[src/rtl/split_evt_counter.sv]
module split_evt_counter #(
  parameter int LOW_W  = 32,
  parameter int HIGH_W = 8,
  localparam int W     = LOW_W + HIGH_W
) (
  input  logic         clk,
  input  logic         rst,
  input  logic         cnt_en,
  input  logic         evt,
  input  logic         wr_en,
  input  logic [W-1:0] wr_data,
  output logic [W-1:0] rd_data,
  output logic         ovf
);

  logic [LOW_W-1:0]  lo_q;
  logic [HIGH_W-1:0] hi_q;
  logic              cy_q;
  logic              ovf_q;

  wire bump    = cnt_en & evt;
  wire lo_full = &lo_q;
  wire hi_full = &hi_q;

  always_ff @(posedge clk) begin
    if (rst) begin
      lo_q  <= '0;
      hi_q  <= '0;
      cy_q  <= 1'b0;
      ovf_q <= 1'b0;
    end else if (wr_en) begin
      lo_q <= wr_data[LOW_W-1:0];
      hi_q <= wr_data[W-1:LOW_W];
      cy_q <= 1'b0;
    end else begin
      if (bump) lo_q <= lo_q + 1'b1;
      cy_q <= bump & lo_full;
      if (cy_q) begin
        hi_q <= hi_q + 1'b1;
        if (hi_full) ovf_q <= 1'b1;
      end
    end
  end

  assign rd_data = {hi_q + {{(HIGH_W-1){1'b0}}, cy_q}, lo_q};
  assign ovf     = ovf_q;

endmodule


[config.mk]
export PLATFORM = sky130hd
export DESIGN_NAME = split_evt_counter
export DESIGN_NICKNAME = d
export VERILOG_FILES = /design/src/rtl/split_evt_counter.sv
export SDC_FILE = /design/constraint.sdc
export NUM_CORES = 1
export LEC_CHECK = 0
export ABC_AREA = 1
export CAP_MARGIN = 20
export CORE_MARGIN = 8
export CORE_UTILIZATION = 47
export CTS_CLUSTER_DIAMETER = 200
export DETAILED_ROUTE_END_ITERATION = 8
export GPL_ROUTABILITY_DRIVEN = 0
export HOLD_SLACK_MARGIN = 0.1
export PLACE_DENSITY = 0.9
export SLEW_MARGIN = 40
export SYNTH_ARGS = -nofsm -noshare
export SYNTH_HDL_FRONTEND = slang
export SYNTH_SLANG_ARGS = --single-unit
[constraint.sdc]
create_clock -name clk -period 3.3 [get_ports clk]
set_input_delay 0.66 -clock clk [delete_from_list [all_inputs] [get_ports clk]]
set_output_delay 0.66 -clock clk [all_outputs]
set_load 0.01 [all_outputs]
==> results list, run 1 <==
- The flow ran to the end, and the final reports show no timing, DRC or antenna violations.
* Critical Path, Cell by Cell: nand2_1 > nor2_1 > nand2_1 > nor2_1 > xor2_1 > clkdlybuf4s50_1
- Avg Synthesized Cell Area: 6.17 um2
* Count of routing violations after the opening detailed-route iteration: 357
- Synth Net Count: 531
* CTS tree: yes
- The floorplan has 29 rows.
- Mapped cell area: 2970 um2
* Achievable frequency: 364 MHz
* Cell internal power dissipation: 0.846 mW
- Summed over all failing endpoints, the final setup total negative slack is 0 ns.
- Distinct cell type count after synthesis: 29
- Global-route met2 utilization: 35.1%
- Crit path buffers/inverters: 1
- Power spread over the standard cell area amounts to 302 nW/um2.
- Setup repair after global routing left no endpoint under its margin.
* Routed vias: 3380
* Count of buffers added by post-CTS timing repair for setup: 0
- The floorplan step defined a die boundary enclosing 9130 um2.
- Summed over all cells, the static leakage comes to 1.57 nW.
- The largest individual stage delay along the critical path comes from the cell sky130_fd_sc_hd__clkdlybuf4s50_1.
- Worst Tran Pin Value: 0.722 ns
- Crit end category: primary output
* Overall die width: 95.5 um
* Time the final worst path needs with I/O delays and setup: 2.75 ns
- Worst setup skew after layout: 0.00562 ns
- Final WL: 9190 um
- Net switching is 29.5% of the power.
- GRT Resource Usage Total: 20.0%
* Global Route met1 Usage: 23.4%
- In this run, flip-flops and latches consume 48.3% of the power.
- Per-cell via count in the routed design: 5.26
* Final hold violations: 0
- The worst hold path begins at hi_q[5].
- Clock transition at the registers of the reported paths: 0.08 ns
- After global routing, the most crowded layer is met2.
- Entering global routing, the biggest net connects 34 pins.
- The repair_antennas step left the layout with diodes totalling 0.
- Setup crit start kind: flop
- After global routing the overflow that remains totals 0.
- Hold path endpoint: hi_q[5]
- Clock tree buffer depth: 2
- First-pass DRT Iterations: 5
- Peak fanout along the critical path: 5
* Number of instances in the synthesized netlist: 482
- Core Util, Final: 63.6%
* Largest delay share family, worst path: simple AND/OR/NAND/NOR gates
* Number of hold-repair buffers added at the cts stage: 0
- The core region is 6240 um2.
- Worst flop-to-flop path startpoint: lo_q[0]
- Count of pins on the block boundary: 86
* Delay contributed by the slowest stage of the critical path: 0.55 ns
* Antenna violations before repair: 0
- In this run, synthesis produced a sequential element count of 42.
- The min-delay analysis places its worst path in the category reg -> reg.
- Arr. time, crit path: 2.09 ns
- Hold-critical path depth: 2
- The design draws 1.20 mW.
- Worst skew pair latency: 0.31 ns
- Post-detailed-route DRC marker count: 0
- Number of gates resized after CTS: 0
- STA puts the critical path data required time at 2.64 ns.
- In the global route stage, met3 resource usage came out at 3.94%.
- Once detail routing completed, the nets flagged for antenna violations numbered 0.
- The worst setup path is of the reg -> out kind.
- Vias in the first global route: 3161
- Relative to the synthesized area, the layout overhead comes to 33.5%.
* Max-cap check violation count: 0
- Combinational logic burns 21.8% of the power.
* Clock share of power: 30.0%
- Slack of the worst reg-to-reg path: 1.75 ns
- For this run, the register share of the synthesized area comes to 28.3%.
* Chip Height: 95.5 um
- In this run the tightest slew margin relative to its limit is 51.8%.
- Half-perimeter wire length after detailed placement: 7110 um
- Dividing the detail-routed wire length by the instance count gives 14.3 um.
- CTS placed an instance of sky130_fd_sc_hd__clkbuf_8 at the clock tree root.
- The endpoint identified for the worst register-to-register timing path is lo_q[30].
- During synthesis, Yosys emitted a total of 0 warnings.
* Count of nets after finishing: 613
- Max-slew violations: 0
- The first global-routing pass estimated 14600 um of wire.
- CTS sink count: 42
* Maximum ir drop on the vdd rail: 0.206 mV
- Cell depth of the worst flop-to-flop path: 9
* Number of port buffers: 85
- In this run the number of H-tree levels came out at 2.
- The worst path uses 83.3% of the clock period.
- Counting the buffers created by CTS gives 5.
- Setup violations remaining at the end of the flow were counted as 0.
* Starting density of the core: 47.6%
* Switching power: 0.353 mW
- Share of cells above drive strength 1: 8.32%
==> kinds of logic (layout without fill, tap and decap cells) <==
family / count (synthesis) / count (layout) / synth area share, %
and+or+nand+nor: 259 / 259 / 39.8
buffers and inverters: 84 / 167 / 11.4
AOI/OAI and AO/OA: 78 / 78 / 14.4
DFF: 42 / 42 / 28.3
xor gates and xnor gates: 15 / 15 / 4.42
adders and majority gates: 4 / 4 / 1.68
==> sequential cells by signal (all words and copies together) (netlist names) <==
| name | flops |
|---|---|
| ovf | 1 |
| hi_q | 8 |
| cy_q | 1 |
| lo_q | 32 |
==> metrics by stage <==
step / hold slack [ns] / cell area [um2] / instances / setup WS, ns
CTS: 0.505 / 3970 / 642 / 0.534
global route: 0.546 / 3970 / 642 / 0.423
detailed placement: 0.492 / 3880 / 634 / 0.821
floorplan: 0.464 / 2970 / 482 / 1.52
global placement: 0.461 / 3880 / 634 / 0.888
finish: 0.497 / 3970 / 642 / 0.550
==> per-layer routing <==
layer / wire, um / part of all wire [%] / up-vias
met5: 0 / 0 / -
met4: 164 / 1.8 / 0
met3: 686 / 7.5 / 17
met2: 4590 / 50 / 151
met1: 3750 / 41 / 1518
li1: - / - / 1694
==> area by class of cell <==
class / count / area [um2]
tap: 77 / 96.3
sequential: 42 / 841
inverter: 70 / 265
clock buffer: 7 / 86.3
multi-input combinational: 356 / 1790
clock inverter: 1 / 5.00
timing repair buffer: 89 / 881
fill: 571 / 2270
==> cells in the final DEF, fill, tap and decap left out <==
cell	Yosys	final
sky130_fd_sc_hd__clkdlybuf4s50_1	0	85
sky130_fd_sc_hd__nor2_4	10	10
sky130_fd_sc_hd__nand2_1	135	135
sky130_fd_sc_hd__clkinv_2	0	1
sky130_fd_sc_hd__a21oi_1	28	28
sky130_fd_sc_hd__clkbuf_8	1	6
sky130_fd_sc_hd__nor4_2	1	1
sky130_fd_sc_hd__nand4_1	3	3
sky130_fd_sc_hd__nor2_2	6	6
sky130_fd_sc_hd__ha_1	4	4
sky130_fd_sc_hd__a31oi_1	11	11
sky130_fd_sc_hd__nor2_1	44	44
sky130_fd_sc_hd__xor2_1	10	10
sky130_fd_sc_hd__or2_2	2	2
sky130_fd_sc_hd__xnor2_1	5	5
sky130_fd_sc_hd__nand3b_1	1	1
sky130_fd_sc_hd__o21ai_0	32	32
sky130_fd_sc_hd__a21oi_2	2	2
sky130_fd_sc_hd__buf_4	2	4
sky130_fd_sc_hd__nand2_2	9	9
sky130_fd_sc_hd__nand3_1	45	45
sky130_fd_sc_hd__o211ai_1	1	1
sky130_fd_sc_hd__inv_2	3	3
sky130_fd_sc_hd__and2_1	1	1
sky130_fd_sc_hd__inv_4	1	1
sky130_fd_sc_hd__a22o_1	4	4
sky130_fd_sc_hd__dfxtp_1	42	42
sky130_fd_sc_hd__inv_1	66	66
sky130_fd_sc_hd__clkbuf_1	9	1
sky130_fd_sc_hd__nand2_4	2	2
==> power by group through the flow <==
| stage | logic [mW] | registers, mW | clock network (mW) |
|---|---|---|---|
| detailed placement | 0.261 | 0.589 | 0 |
| global route | 0.285 | 0.584 | 0.382 |
| global placement | 0.254 | 0.588 | 0 |
| floorplan | 0.116 | 0.590 | 0 |
| finish | 0.261 | 0.579 | 0.359 |
| CTS | 0.262 | 0.578 | 0.365 |
==> synthesized netlist by cell type, drive strengths merged <==
cell type | number | area, um2
nand4 | 3 | 18.8
inv | 70 | 265
a31oi | 11 | 68.8
ha | 4 | 50.1
a21oi | 30 | 158
or2 | 2 | 12.5
and2 | 1 | 6.26
nor4 | 1 | 12.5
xor2 | 10 | 87.6
clkbuf | 10 | 47.5
buf | 4 | 25.0
a22o | 4 | 35.0
xnor2 | 5 | 43.8
o211ai | 1 | 7.51
nand3 | 45 | 225
nand2 | 146 | 586
nor2 | 60 | 315
nand3b | 1 | 7.51
o21ai | 32 | 160
dfxtp | 42 | 841
==> worst register-to-register path: cells and delay by family (launching register included) <==
| kind | cells | cell delay, ns |
|---|---|---|
| DFF | 1 | 0.38 |
| adders and majority gates | 1 | 0.18 |
| AOI/OAI and AO/OA | 1 | 0.13 |
| and+or+nand+nor | 7 | 0.79 |
==> worst max path at each step <==
stage | slack [ns] | start | depth (start not counted) | end
floorplan | 1.52 | hi_q[0] | 4 | rd_data[38]
global placement | 0.89 | wr_en | 7 | lo_q[9]
detailed placement | 0.82 | wr_en | 6 | lo_q[21]
CTS | 0.53 | hi_q[3] | 6 | rd_data[39]
global route | 0.42 | hi_q[3] | 6 | rd_data[39]
finish | 0.55 | hi_q[3] | 6 | rd_data[39]
(Power assumes the default switching activity.)
==> run 2, diff against run 1 <==
--- a/config.mk
+++ b/config.mk
@@ -8,12 +8,12 @@
 export ABC_AREA = 1
 export CAP_MARGIN = 20
 export CORE_MARGIN = 8
-export CORE_UTILIZATION = 47
+export CORE_UTILIZATION = 44
 export CTS_CLUSTER_DIAMETER = 200
 export DETAILED_ROUTE_END_ITERATION = 8
 export GPL_ROUTABILITY_DRIVEN = 0
 export HOLD_SLACK_MARGIN = 0.1
-export PLACE_DENSITY = 0.9
+export PLACE_DENSITY = 0.89
 export SLEW_MARGIN = 40
 export SYNTH_ARGS = -nofsm -noshare
 export SYNTH_HDL_FRONTEND = slang
==> constraint.sdc (replaced) <==
create_clock -name clk -period 2.4 [get_ports clk]
set_input_delay 0.48 -clock clk [delete_from_list [all_inputs] [get_ports clk]]
set_output_delay 0.48 -clock clk [all_outputs]
set_load 0.01 [all_outputs]
==> run 2 against run 1 <==
First-iteration DRC count decreased by 39%; global-route usage decreased by 0.89 points; core utilization decreased by 3.4 points; total power increased by 37%; final area increased by 1.3%; die area increased by 5.7%; sequential power increased by 37%; final cell count increased by 1.1%; sequential share of layout area decreased by 0.084 points; combinational power increased by 40%; routed wire length increased by 0.38%; critical path type unchanged; critical endpoint is now rd_data[34]; largest cell class unchanged.
==> results list, run 2 (synthesized netlist as in run 1, its figures left out) <==
- The total instance count after detailed placement is 641 (was 634).
- Share of cells above drive strength 1: 10.0% (was 8.32%)
- The power density over cell area came to 410 nW/um2 (was 302 nW/um2).
- The mean routed wirelength per cell came to 14.2 um (was 14.3 um).
- The number of optimization iterations in the first detailed-route pass is 5 (unchanged).
- After layout, the worst path uses 97.5% of the clock period.
* Maximum ir drop on the vdd rail: 0.239 mV (was 0.206 mV)
- Number of port buffers: 85 (unchanged)
- The number of buffers on the longest clock path was 2 (unchanged).
- The number of global-route vias before repair was 3313 (was 3161).
- Reported leakage power: 1.61 nW (was 1.57 nW)
- Setup crit start kind: flop (unchanged)
- The area taken by multi-input logic gates was 1800 um2 (was 1790 um2).
- Achievable frequency: 427 MHz
- Layout filler cell count: 626 (was 571)
- The core area was 6680 um2 (was 6240 um2).
- The data required time of the worst path is 1.92 ns (was 2.64 ns).
- The endpoint kind of the worst setup timing path was a primary output (unchanged).
- Layout Cell Area excl Fill: 4020 um2 (was 3970 um2)
- The sum of net half-perimeters after detailed placement came to 7210 um (was 7110 um).
* Max-slew violations: 0 (unchanged)
* Cell area reported after detailed placement: 3910 um2 (was 3880 um2)
- The chip height was 98.2 um (was 95.5 um).
* Number of hold-repair buffers added at the cts stage: 0 (unchanged)
* Arr. time, crit path: 1.86 ns (was 2.09 ns)
* Hold-critical path depth: 2 (unchanged)
- Number of flip-flops under the largest register name: 32 (unchanged)
* GRT Resource Usage Total: 19.1% (was 20.0%)
- The register with the highest flop count was lo_q (unchanged).
- Synth-to-layout area growth: 35.2% (was 33.5%)
- Final hold violations: 0 (unchanged)
* Global-route wire length before repair: 15300 um (was 14600 um)
- Number of gates resized after CTS: 8 (was 0)
- Count of pins on the block boundary: 86 (unchanged)
* Worst setup skew after layout: 0.00630 ns (was 0.00562 ns)
- HP Class: reg -> reg (unchanged)
- The count of antenna-violating nets left after detailed routing is 0 (unchanged).
- CTS tree: yes (unchanged)
- The maximum number of pins on one net before global-route repair is 22 (was 34).
- Cell depth of the worst flop-to-flop path: 9 (unchanged)
- Most common library cell in the layout ignoring fill and taps: sky130_fd_sc_hd__nand2_1 (unchanged)
- Fin cells: 649 (was 642)
* Antenna violations before repair: 0 (unchanged)
- Peak fanout along the critical path: 6 (was 5)
* Starting density of the core: 44.5% (was 47.6%)
- Clock transition at the registers of the reported paths: 0.08 ns (about the same)
- The detailed-route vias per instance came to 5.21 (was 5.26).
- Top Registers: lo_q (32), hi_q (8) (unchanged)
- Die Footprint: 9640 um2 (was 9130 um2)
* Final WL: 9230 um (was 9190 um)
- The pre-CTS setup slack is 0.206 ns (was 0.821 ns).
* Overall die width: 98.2 um (was 95.5 um)
- Worst-case setup margin in the final layout: 0.0605 ns (was 0.550 ns)
* Post-detailed-route DRC marker count: 0 (unchanged)
* Count of nets after finishing: 617 (was 613)
* Total area of sequential cells: 848 um2 (was 841 um2)
- CTS sink count: 42 (unchanged)
- Root buffer cell: sky130_fd_sc_hd__clkbuf_8 (unchanged)
- Remaining global-route overflow: 0 (unchanged)
* Run status: finished, final reports clean (unchanged)
- Number of endpoints failing setup at the final stage: 0 (unchanged)
- Cts bufs inserted: 5 (unchanged)
- Htree depth: 2 (unchanged)
* Max-cap check violation count: 0 (unchanged)
- The slew at the pin with the worst max-slew slack is 0.497 ns (was 0.722 ns).
* Antenna diode count: 0 (unchanged)
* Time the final worst path needs with I/O delays and setup: 2.34 ns
* Commonest cells after routing, fill and taps aside: 135 x sky130_fd_sc_hd__nand2_1, 82 x sky130_fd_sc_hd__clkdlybuf4s50_1, 66 x sky130_fd_sc_hd__inv_1, 45 x sky130_fd_sc_hd__nand3_1, 43 x sky130_fd_sc_hd__nor2_1 (was 135 x sky130_fd_sc_hd__nand2_1, 85 x sky130_fd_sc_hd__clkdlybuf4s50_1, 66 x sky130_fd_sc_hd__inv_1, 45 x sky130_fd_sc_hd__nand3_1, 44 x sky130_fd_sc_hd__nor2_1)
- The count of routing violations after the opening detailed-route iteration is 219 (was 357).
* Count of standard-cell rows: 30 (was 29)
* Slew Limit Headroom: 66.8% (was 51.8%)
* Routed vias: 3381 (was 3380)
* Count of buffers added by post-CTS timing repair for setup: 0 (unchanged)
- Classification of the worst setup path: reg -> out (unchanged)
- Worst skew pair latency: 0.30 ns (was 0.31 ns)
## run 2: layout make-up
type | count | area share (%)
clock buffer | 7 | 2.15
sequential | 42 | 21.1
timing repair buffer | 93 | 22.7
tap | 80 | 2.49
clock inverter | 1 | 0.124
inverter | 70 | 6.60
multi-input combinational | 356 | 44.9
## run 2: path summary, 6_finish.rpt
check | start | end | slack [ns]
worst max register to register | lo_q[1] | lo_q[30] | 0.83
worst min-delay path | hi_q[5] | hi_q[5] | 0.50
worst max-delay path | hi_q[0] | rd_data[34] | 0.06
worst min register to register | hi_q[5] | hi_q[5] | 0.50
## run 2: routing by layer
metal,vias up,part of all wire (%),track usage [%]
met2,149,49,32.8
li1,1704,-,-
met5,-,0,0
met4,0,3.1,9.09
met1,1503,41,21.8
met3,25,6.9,4.48
## run 2: critical path, cell delays in order, from the launching register on
cell	delay, ns
sky130_fd_sc_hd__dfxtp_2	0.39
sky130_fd_sc_hd__ha_1	0.22
sky130_fd_sc_hd__ha_2	0.23
sky130_fd_sc_hd__xor2_1	0.16
sky130_fd_sc_hd__clkdlybuf4s50_1	0.56
## run 2: metrics by stage
stage / utilization, % / TNS, ns / hold slack (ns) / power [mW]
floorplan: - / 0 / 0.464 / 0.970
global route: 60.2 / -0.00677 / 0.533 / 1.74
global placement: 58.5 / 0 / 0.479 / 1.16
detailed placement: 58.5 / 0 / 0.481 / 1.17
finish: 60.2 / 0 / 0.496 / 1.65
CTS: 60.0 / 0 / 0.500 / 1.66
## run 2: power by group
part	switching [mW]	leakage, nW	internal, mW
Sequential	0.0584	0.349	0.738
Clock	0.252	0.0482	0.232
Combinational	0.169	1.21	0.196
Total	0.480	1.61	1.17
==> run 3, diff against run 2 <==
--- a/config.mk
+++ b/config.mk
@@ -14,6 +14,7 @@
 export GPL_ROUTABILITY_DRIVEN = 0
 export HOLD_SLACK_MARGIN = 0.1
 export PLACE_DENSITY = 0.89
+export SKIP_CTS_REPAIR_TIMING = 1
 export SLEW_MARGIN = 40
 export SYNTH_ARGS = -nofsm -noshare
 export SYNTH_HDL_FRONTEND = slang
==> run 3 against run 2 <==
Sequential share of layout area is essentially flat; critical path depth is the same; highest routed layer unchanged; register-to-register slack is essentially flat; non-clock buffer count is the same; maximum frequency shrank 1.4%; die area is the same; sequential cell count is the same; largest cell class unchanged; core utilization grew 0.11 points; clock skew shrank 0.00063 ns.
==> results list, run 3 (synthesized netlist as in run 1, its figures left out) <==
- The register with the highest flop count is lo_q (unchanged).
- The final antenna diode count is 0 (unchanged).
- The count of routing violations after the opening detailed-route iteration came to 196 (was 219).
- Critical Path RT: 1.92 ns (about the same)
- Std-Cell Core Area: 6680 um2 (unchanged)
* Hold path endpoint: hi_q[5] (unchanged)
- The max-slew violation count was 0 (unchanged).
- Final-layout setup total negative slack: 0 ns (unchanged)
- The launching element type of the critical path was a flop (unchanged).
* Period utilization: 98.9% (was 97.5%)
- The endpoint arrival time on the critical path is 1.89 ns (was 1.86 ns).
* Crit end category: primary output (unchanged)
- GRT Resource Usage Total: 19.1% (unchanged)
- The area of the die was 9640 um2 (unchanged).
- The number of nets in the layout came to 617 (unchanged).
* Chip Height: 98.2 um (unchanged)
- The kind of path behind the tightest hold check is reg -> reg (unchanged).
- Synth-to-layout area growth: 35.5% (was 35.2%)
* Slew Limit Headroom: 66.9% (was 66.8%)
- Achievable frequency: 421 MHz (was 427 MHz)
- Cts bufs inserted: 5 (unchanged)
- The number of remaining DRC errors was 0 (unchanged).
- The setup slack of the worst register-to-register path was 0.83 ns (about the same).
* Maximum ir drop on the vdd rail: 0.239 mV (about the same)
- The number of hold violations in the final report is 0 (unchanged).
- Worst-case setup margin in the final layout: 0.0265 ns (was 0.0605 ns)
- Total area of sequential cells: 848 um2 (unchanged)
* Number of endpoints failing setup at the final stage: 0 (unchanged)
* Clock tree buffer depth: 2 (unchanged)
- The number of optimization iterations in the first detailed-route pass came to 5 (unchanged).
- Worst Tran Pin Value: 0.494 ns (was 0.497 ns)
* Worst skew pair latency: 0.30 ns (about the same)
- The worst-case reg-to-reg path depth came to 9 (unchanged).
* Remaining global-route overflow: 0 (unchanged)
- Core Util, Final: 60.3% (was 60.2%)
- Routed vias: 3364 (was 3381)
- Worst hold margin: 0.496 ns (about the same)
- The CTS H-tree depth was 2 (unchanged).
- The area taken by multi-input logic gates is 1800 um2 (unchanged).
- The count of cells along the worst hold path came to 2 (unchanged).
- The initial standard-cell utilization of the core is 44.5% (unchanged).
- Largest net degree at the start of global routing: 22 (unchanged)
* Global-route wire length before repair: 15300 um (unchanged)
* Pre-CTS WS: 0.206 ns (unchanged)
- The die boundary width is 98.2 um (unchanged).
- Vias in the first global route: 3322 (was 3313)
* Time the final worst path needs with I/O delays and setup: 2.37 ns (was 2.34 ns)
* Classification of the worst setup path: reg -> out (unchanged)
- Clock transition at the registers of the reported paths: 0.08 ns (about the same)
- The detailed-route vias per instance came to 5.18 (was 5.21).
* CTS tree: yes (unchanged)
- The startpoint of the tightest hold check path is hi_q[5] (unchanged).
* Layout filler cell count: 624 (was 626)
* Top Registers: lo_q (32), hi_q (8) (unchanged)
* Most common library cell in the layout ignoring fill and taps: sky130_fd_sc_hd__nand2_1 (unchanged)
- Number of flip-flops under the largest register name: 32 (unchanged)
- The number of max-cap violations is 0 (unchanged).
- Commonest cells after routing, fill and taps aside: 135 x sky130_fd_sc_hd__nand2_1, 82 x sky130_fd_sc_hd__clkdlybuf4s50_1, 66 x sky130_fd_sc_hd__inv_1, 45 x sky130_fd_sc_hd__nand3_1, 43 x sky130_fd_sc_hd__nor2_1 (unchanged)
* Power per cell area: 409 nW/um2 (was 410 nW/um2)
- The number of port buffers is 85 (unchanged).
- Run status: finished, final reports clean (unchanged).
- Count of standard-cell rows: 30 (unchanged)
- The final routed wirelength across all metal layers was 9210 um (was 9230 um).
- The number of antenna violations at the first check in global routing was 0 (unchanged).
- The endpoint of the lowest-slack register-to-register path is lo_q[30] (unchanged).
* Reported leakage power: 1.63 nW (was 1.61 nW)
* Share of cells above drive strength 1: 10.0% (unchanged)
* Root buffer cell: sky130_fd_sc_hd__clkbuf_8 (unchanged)
- The largest fanout on the critical path was 6 (unchanged).
- Detailed-route wire length per cell: 14.2 um (about the same)
- Worst setup skew after layout: 0.00568 ns (was 0.00630 ns)
- The count of boundary I/O pins is 86 (unchanged).
- Number of routed nets with antenna violations: 0 (unchanged)
- The sum of net half-perimeters after detailed placement is 7210 um (unchanged).
- Worst flop-to-flop path startpoint: lo_q[1] (unchanged)
- PnR Total Power: 1.65 mW (about the same)
* CTS sink count: 42 (unchanged)
run 3: area by class of cell:
type	instances	area share, %
Multi-Input combinational cell	356	44.8
Timing Repair Buffer	93	22.8
Sequential cell	42	21.1
Inverter	70	6.59
Tap cell	80	2.49
Clock buffer	7	2.14
Clock inverter	1	0.124
run 3: worst max path at each step:
stage	slack (ns)	depth (start not counted)	start	to
after global routing	-0.03	4	hi_q[0]	rd_data[34]
after detailed placement	0.21	5	hi_q[0]	rd_data[36]
after CTS	-0.13	5	hi_q[0]	rd_data[38]
after floorplan	0.80	4	hi_q[0]	rd_data[38]
after global placement	0.31	5	hi_q[0]	rd_data[36]
final	0.03	4	hi_q[0]	rd_data[34]
run 3: stage by stage:
| step | area [um2] | cells |
|---|---|---|
| global route | 4030 | 649 |
| floorplan | 2970 | 482 |
| detailed placement | 3910 | 641 |
| global placement | 3910 | 641 |
| finish | 4030 | 649 |
| CTS | 4000 | 649 |
run 3: worst max-delay path: stages, from the launching register on:
cell and delay (ns):
sky130_fd_sc_hd__dfxtp_2 0.39, sky130_fd_sc_hd__ha_1 0.22, sky130_fd_sc_hd__ha_2 0.24, sky130_fd_sc_hd__xor2_1 0.18, sky130_fd_sc_hd__clkdlybuf4s50_1 0.57
run 3: layer usage:
metal  wire length (um)  up-vias  part of all wire, %  global-route usage (%)
met5                  0        -                    0                       0
met1               3800     1498                   41                    21.7
met2               4510      140                   49                    32.7
li1                   -     1698                    -                       -
met3                589       28                  6.4                    4.55
met4                314        0                  3.4                    9.45
run 3: power by group:
group	total, mW	switching (mW)	internal, mW
logic	0.366	0.169	0.197
registers	0.796	0.0581	0.738
clock network	0.483	0.251	0.232
total	1.65	0.478	1.17
